## src/rtl/psd_pkg.sv

```systemverilog
`timescale 1ns/1ps
package psd_pkg;
    // width of the swallow counter for a given lower modulus
    function automatic int swallow_width(input int p);
        return $clog2(p);
    endfunction

    // width of the main counter for a given lower modulus
    function automatic int main_width(input int p);
        return (p == 32) ? 11 : 12;
    endfunction

    // width of the prescaler down-counter (counts P .. 0)
    function automatic int presc_width(input int p);
        return $clog2(p + 1);
    endfunction
endpackage

```

## src/rtl/psd_cfg_latch.sv

```systemverilog
`timescale 1ns/1ps
module psd_cfg_latch #(
    parameter int AW = 5,
    parameter int BW = 11
) (
    input  logic          clk,
    input  logic          rst_n,
    input  logic          ld,
    input  logic [AW-1:0] a_in,
    input  logic [BW-1:0] b_in,
    input  logic          adopt,
    output logic          run_o,
    output logic [AW-1:0] nxt_a,
    output logic [BW-1:0] nxt_b,
    output logic          err_o
);
    typedef struct packed {
        logic          run;
        logic          pend;
        logic          err;
        logic [AW-1:0] pa;
        logic [AW-1:0] ca;
        logic [BW-1:0] pb;
        logic [BW-1:0] cb;
    } cfg_st_t;

    cfg_st_t st_d, st_q;
    logic    legal;
    logic [BW-1:0] a_ext;

    always_comb begin
        a_ext = {{(BW-AW){1'b0}}, a_in};
        legal = (b_in != '0) && (b_in >= a_ext);
        st_d  = st_q;
        // boundary: pending values become the working values
        if (st_q.run && adopt && st_q.pend) begin
            st_d.ca   = st_q.pa;
            st_d.cb   = st_q.pb;
            st_d.pend = 1'b0;
        end
        if (ld) begin
            st_d.err = !legal;
            if (legal) begin
                if (!st_q.run) begin
                    st_d.run = 1'b1;
                    st_d.ca  = a_in;
                    st_d.cb  = b_in;
                end else begin
                    st_d.pend = 1'b1;
                    st_d.pa   = a_in;
                    st_d.pb   = b_in;
                end
            end
        end
        nxt_a = st_d.ca;
        nxt_b = st_d.cb;
        run_o = st_q.run;
        err_o = st_q.err;
    end

    always_ff @(posedge clk or negedge rst_n) begin
        if (!rst_n) st_q <= '0;
        else        st_q <= st_d;
    end


    bad_load_flag_chk: assert property (@(posedge clk) disable iff (!rst_n)
        (ld && ((b_in == '0) || (b_in < {{(BW-AW){1'b0}}, a_in}))) |=> err_o);


    active_legal_chk: assert property (@(posedge clk) disable iff (!rst_n)
        run_o |-> ((st_q.cb != '0) && (st_q.cb >= {{(BW-AW){1'b0}}, st_q.ca})));


    pend_consume_chk: assert property (@(posedge clk) disable iff (!rst_n)
        (run_o && adopt && st_q.pend && !ld) |=> !st_q.pend);
endmodule

```

## src/rtl/psd_swallow_core.sv

```systemverilog
`timescale 1ns/1ps
module psd_swallow_core #(
    parameter int P  = 32,
    parameter int AW = 5,
    parameter int BW = 11
) (
    input  logic          clk,
    input  logic          rst_n,
    input  logic          en,
    input  logic          run,
    input  logic [AW-1:0] nxt_a,
    input  logic [BW-1:0] nxt_b,
    output logic          wrap,
    output logic          fb_pulse,
    output logic          mod_ctl
);
    localparam int PCW = psd_pkg::presc_width(P);
    localparam logic [PCW-1:0] PC_HI = PCW'(P);
    localparam logic [PCW-1:0] PC_LO = PCW'(P - 1);

    typedef struct packed {
        logic [PCW-1:0] pc;
        logic [AW-1:0]  ar;
        logic [BW-1:0]  br;
    } cnt_st_t;

    cnt_st_t st_d, st_q;
    logic period_end, last_period, restart;
    logic [AW-1:0] ar_next;

    always_comb begin
        period_end  = (st_q.pc == '0);
        last_period = period_end && (st_q.br == BW'(1));
        restart     = !run || !en || last_period;
        ar_next     = (st_q.ar != '0) ? st_q.ar - AW'(1) : '0;
        st_d        = st_q;
        if (restart) begin
            st_d.ar = nxt_a;
            st_d.br = nxt_b;
            st_d.pc = (nxt_a != '0) ? PC_HI : PC_LO;
        end else if (period_end) begin
            st_d.ar = ar_next;
            st_d.br = st_q.br - BW'(1);
            st_d.pc = (ar_next != '0) ? PC_HI : PC_LO;
        end else begin
            st_d.pc = st_q.pc - PCW'(1);
        end
        wrap     = run && en && last_period;
        fb_pulse = wrap;
        mod_ctl  = run && (st_q.ar != '0);
    end

    always_ff @(posedge clk or negedge rst_n) begin
        if (!rst_n) st_q <= '0;
        else        st_q <= st_d;
    end


    pulse_single_chk: assert property (@(posedge clk) disable iff (!rst_n)
        fb_pulse |=> !fb_pulse);


    no_pulse_off_chk: assert property (@(posedge clk) disable iff (!rst_n)
        !en |-> !fb_pulse);


    mod_stable_chk: assert property (@(posedge clk) disable iff (!rst_n)
        (run && en && st_q.pc != '0) |=> $stable(mod_ctl));


    mod_start_chk: assert property (@(posedge clk) disable iff (!rst_n)
        (wrap && nxt_a != '0) |=> mod_ctl);
endmodule

```

## src/rtl/pulse_swallow_div.sv

```systemverilog
`timescale 1ns/1ps
module pulse_swallow_div #(
    parameter int PRESC_LOW = 32
) (
    input  logic                                       clk,
    input  logic                                       rst_n,
    input  logic                                       en,
    input  logic                                       load_req,
    input  logic [psd_pkg::swallow_width(PRESC_LOW)-1:0] a_hold,
    input  logic [psd_pkg::main_width(PRESC_LOW)-1:0]    b_hold,
    output logic                                       fb_pulse,
    output logic                                       mod_ctl,
    output logic                                       cfg_err
);
    localparam int AW = psd_pkg::swallow_width(PRESC_LOW);
    localparam int BW = psd_pkg::main_width(PRESC_LOW);

    logic          run, wrap, adopt;
    logic [AW-1:0] nxt_a;
    logic [BW-1:0] nxt_b;

    assign adopt = wrap || !en;

    psd_cfg_latch #(.AW(AW), .BW(BW)) cfg_i (
        .clk   (clk),
        .rst_n (rst_n),
        .ld    (load_req),
        .a_in  (a_hold),
        .b_in  (b_hold),
        .adopt (adopt),
        .run_o (run),
        .nxt_a (nxt_a),
        .nxt_b (nxt_b),
        .err_o (cfg_err)
    );

    psd_swallow_core #(.P(PRESC_LOW), .AW(AW), .BW(BW)) core_i (
        .clk      (clk),
        .rst_n    (rst_n),
        .en       (en),
        .run      (run),
        .nxt_a    (nxt_a),
        .nxt_b    (nxt_b),
        .wrap     (wrap),
        .fb_pulse (fb_pulse),
        .mod_ctl  (mod_ctl)
    );


    idle_quiet_chk: assert property (@(posedge clk) disable iff (!rst_n)
        !run |-> (!fb_pulse && !mod_ctl));
endmodule

```

## config.mk

```make
export PLATFORM = sky130hd
export DESIGN_NAME = pulse_swallow_div
export DESIGN_NICKNAME = d
export VERILOG_FILES = /design/src/rtl/psd_pkg.sv /design/src/rtl/psd_cfg_latch.sv /design/src/rtl/psd_swallow_core.sv /design/src/rtl/pulse_swallow_div.sv
export SDC_FILE = /design/constraint.sdc
export NUM_CORES = 1
export LEC_CHECK = 0
export BUFFER_PORTS_ARGS = -buffer_cell sky130_fd_sc_hd__buf_2
export CORE_ASPECT_RATIO = 0.9
export CORE_MARGIN = 5
export CORE_UTILIZATION = 30
export DETAILED_ROUTE_END_ITERATION = 8
export GPL_TIMING_DRIVEN = 0
export PLACE_DENSITY_LB_ADDON = 0.2
export SLEW_MARGIN = 0
export SYNTH_ARGS = -nofsm -noshare
export SYNTH_HDL_FRONTEND = slang
export SYNTH_SLANG_ARGS = --single-unit
export TNS_END_PERCENT = 10
```

## constraint.sdc

```tcl
create_clock -name clk -period 2.7 [get_ports clk]
set_input_delay 0.135 -clock clk [delete_from_list [all_inputs] [get_ports clk]]
set_output_delay 0.135 -clock clk [all_outputs]
set_load 0.01 [all_outputs]
```

==> impl_metrics.toml <==
[finish]
drive_gt1_share_pct = 25.0
diodes = 0
stdcell_count = 493
final_nets = 388
areaGrowthSynthToFinish_pct = 24.4
final_core_util_pct = 38.0

[floorplan]
die_h_um = 107
start_util_pct = 30.6
rows = 35
core_area_mm2 = 0.0102
io_pins = 23
die_area_mm2 = 0.0126
die_w_um = 118

[hold_path]
hold_path.class = "in -> reg"

[clock_tree]
root_buffer = "clkbuf_16"
clkTransAtPathRegs_ns = 0.05
cts_tree = "yes"
ctsLongestPathBuffers = 2
clkSinkCount = 57
cts_buffers = 9
cts-htree-levels = 3
clk_latency_ns = 0.32

[grt]
grt_max_degree = 58
grt_use_met1_pct = 19.4
grt_pass1_wl_mm = 13.3
gr-usage-met3_pct = 3.53
grt-ovfl-total = 0
antenna_found_initial = 0
use_met2_pct = 19.4
gr-usage-all-layers_pct = 13.3
busiest_layer = "met1"
grt_pass1_vias = 2412

[flow_run]
maxCapViolCount = 0

[power]
pwr-share-clk_pct = 37.1
p_total_mw = 3.34
p_leak_nw = 1.68
power_frac_seq_pct = 37.7
internal_power_mw = 2.32
pwr-share-comb_pct = 25.1
cellPowerDensity_mw_per_mm2 = 857
swShare_pct = 30.5
p_sw_mw = 1.02
ir_drop_v = 0.000509

[worst_setup_path]
cp_slowest_cell = "or4_4"
reg2reg_from = "core_i.st_q[16]"
path_class = "reg -> reg"
r2r_setup_slack_ns = 0.10
crit_path_start_kind = "flip-flop"
max_stage_delay_ns = 0.60
cp_cell_sequence = "inv_2 > ha_4 > nor4b_4 > nand4_4 > and3_4 > a211oi_2 > mux2i_2 > or4_4 > o22a_1"
cp.depth = 9
end_kind = "flip-flop"
reg2reg_depth = 9
crit_end = "core_i.st_q[21]"
critical_path.startpoint = "core_i.st_q[16]"
required_ns = 2.91
cp.arrival_ns = 2.81
timing.rr.end = "core_i.st_q[21]"
cp_top_family = "simple AND/OR/NAND/NOR gates"
critPathBufInv = 1
critPathMaxFanout = 6

[logic_synthesis]
syn_nets = 347
synth_edf_count = 0
postSynth.asyncResetShare_pct = 100
ys_seq_area_share_pct = 45.5
ys.warnings.count = 0
postSynthCellCount = 318
yosysTopAreaCell = "dfrtp_1"
syn_area_mm2 = 0.00313
ys_top_cells_by_area = "dfrtp_1 46%, mux2_2 6.1%, mux2i_1 5.1%"
netlist-cell-type-count = 53
ys_seq_elements = 57
synthFlopType = "dfrtp_1"
yosysTopAreaCellShare_pct = 45.5
synth.avg_cell_area_um2 = 9.86

[drt]
dr.first_iter.drc_count = 122
viasPerCell = 5.15
ant_nets = 0
dr.pass1.iters = 5
vias = 2538
drcViolationCount = 0
avgRoutedWirePerCell_um = 16.6
wl_mm = 8.16

[sta]
max_slew_margin_pct = 42.4
setup_slack_ns = 0.104
fmax_mhz = 385
setup_viol = 0
finalHoldViolCount = 0
tightestPinTransition_ns = 0.856
fin_crit_sh_pct = 96.1
fin_skew_ns = 0.00294
timing.setup.tns_ns = 0
slew_violations = 0
layout_min_cycle_time_ns = 2.60

[placed_design]
dp.cells = 468
gp_congestion = 0.826
dp_slack_ns = -0.457
hpwl_mm = 5.72
numPortBuffers = 21

[run_status]
status = "finished, final reports clean"
-- metrics by stage --
step,cell area [um^2],hold WS (ns)
floorplan,3130,-0.161
detailed placement,3400,0.389
CTS,3800,0.0456
finish,3900,0.0591
global placement,3400,0.383
global route,3900,0.0501
-- worst min path at each step --
| stage | slack (ns) | end | start | depth (start not counted) |
|---|---|---|---|---|
| 5_1_grt | 0.05 | cfg_i.st_q[29] | a_hold[2] | 2 |
| 2_1_floorplan | -0.16 | cfg_i.err_o | rst_n | 0 |
| 3_3_place_gp | 0.38 | cfg_i.st_q[30] | a_hold[3] | 2 |
| 4_1_cts | 0.05 | cfg_i.st_q[29] | a_hold[2] | 2 |
| 6_report | 0.06 | cfg_i.st_q[31] | a_hold[4] | 2 |
| 3_5_place_dp | 0.39 | cfg_i.st_q[29] | a_hold[2] | 2 |
-- kinds of logic after synthesis --
logic type / count (synthesis) / synth area share [%]
fa+ha+maj: 9 / 3.59
xor+xnor: 2 / 0.559
compound gates: 85 / 17.4
buf+inv: 26 / 3.67
flops: 57 / 45.5
mux: 33 / 11.2
simple gates: 106 / 18.1
-- final cells by class --
type / instances / area, um^2
inverter: 13 / 48.8
buffer: 13 / 72.6
tap: 129 / 161
timing repair buffer: 30 / 178
clock inverter: 5 / 77.6
multi-input combinational: 235 / 1680
fill: 1045 / 6350
sequential: 57 / 1430
clock buffer: 11 / 253
-- timing repair --
item | in CTS | in global routing
endpoints found under the hold margin | 0 | 57
gates resized for setup | 9 | 15
pin swaps | 2 | 4
hold buffers | 0 | 1
gates cloned | 0 | 0
endpoints found under the setup margin | 32 | 19
setup buffers | 4 | 4
-- power groups by stage --
stage / clock network [mW] / registers (mW) / logic (mW)
after detailed placement: 0 / 1.24 / 0.743
after floorplan: 0 / 1.20 / 0.573
after global routing: 1.32 / 1.29 / 0.943
final: 1.24 / 1.26 / 0.840
after global placement: 0 / 1.24 / 0.733
after CTS: 1.28 / 1.24 / 0.784
-- metal layers --
metal	part of all wire, %	vias up
met5	0	-
li1	-	1256
met3	4.0	4
met1	50	1240
met2	45	38
met4	0.54	0
-- worst reg2reg max path, delay by kind of cell, from the launching register on --
family | cells | cell delay [ns]
simple gates | 4 | 1.33
compound gates | 2 | 0.41
flops | 1 | 0.39
fa+ha+maj | 1 | 0.16
mux | 1 | 0.11
buf+inv | 1 | 0.09
-- cells in the mapped netlist, types with 5 or more instances --
library cell	number
dfrtp_1	57
nor2_1	31
a21oi_1	24
nand2_1	20
o21ai_0	19
mux2_2	17
mux2i_1	16
inv_1	13
nor3_1	12
clkbuf_1	11
ha_1	9
nand3_1	7
a21o_1	5
nand2b_1	5
-- flip-flops by register name (all words and copies together) (netlist names) --
name	cells
cfg_i.err_o	1
cfg_i.run_o	1
cfg_i.st_q	33
core_i.st_q	22
-- cell usage in the layout (no fill, tap or decap), types with 5 or more instances in the layout --
master,n
mux2_2,17
nand2_1,19
clkbuf_1,8
nor3_1,12
o21ai_0,19
nor2_1,31
nand2b_1,5
a21oi_1,23
buf_4,10
inv_1,10
mux2i_1,14
clkbuf_16,9
buf_2,20
a21o_1,5
dfrtp_1,57
nand3_1,7
ha_1,8
No activity file was read; power rests on OpenSTA's default activity.
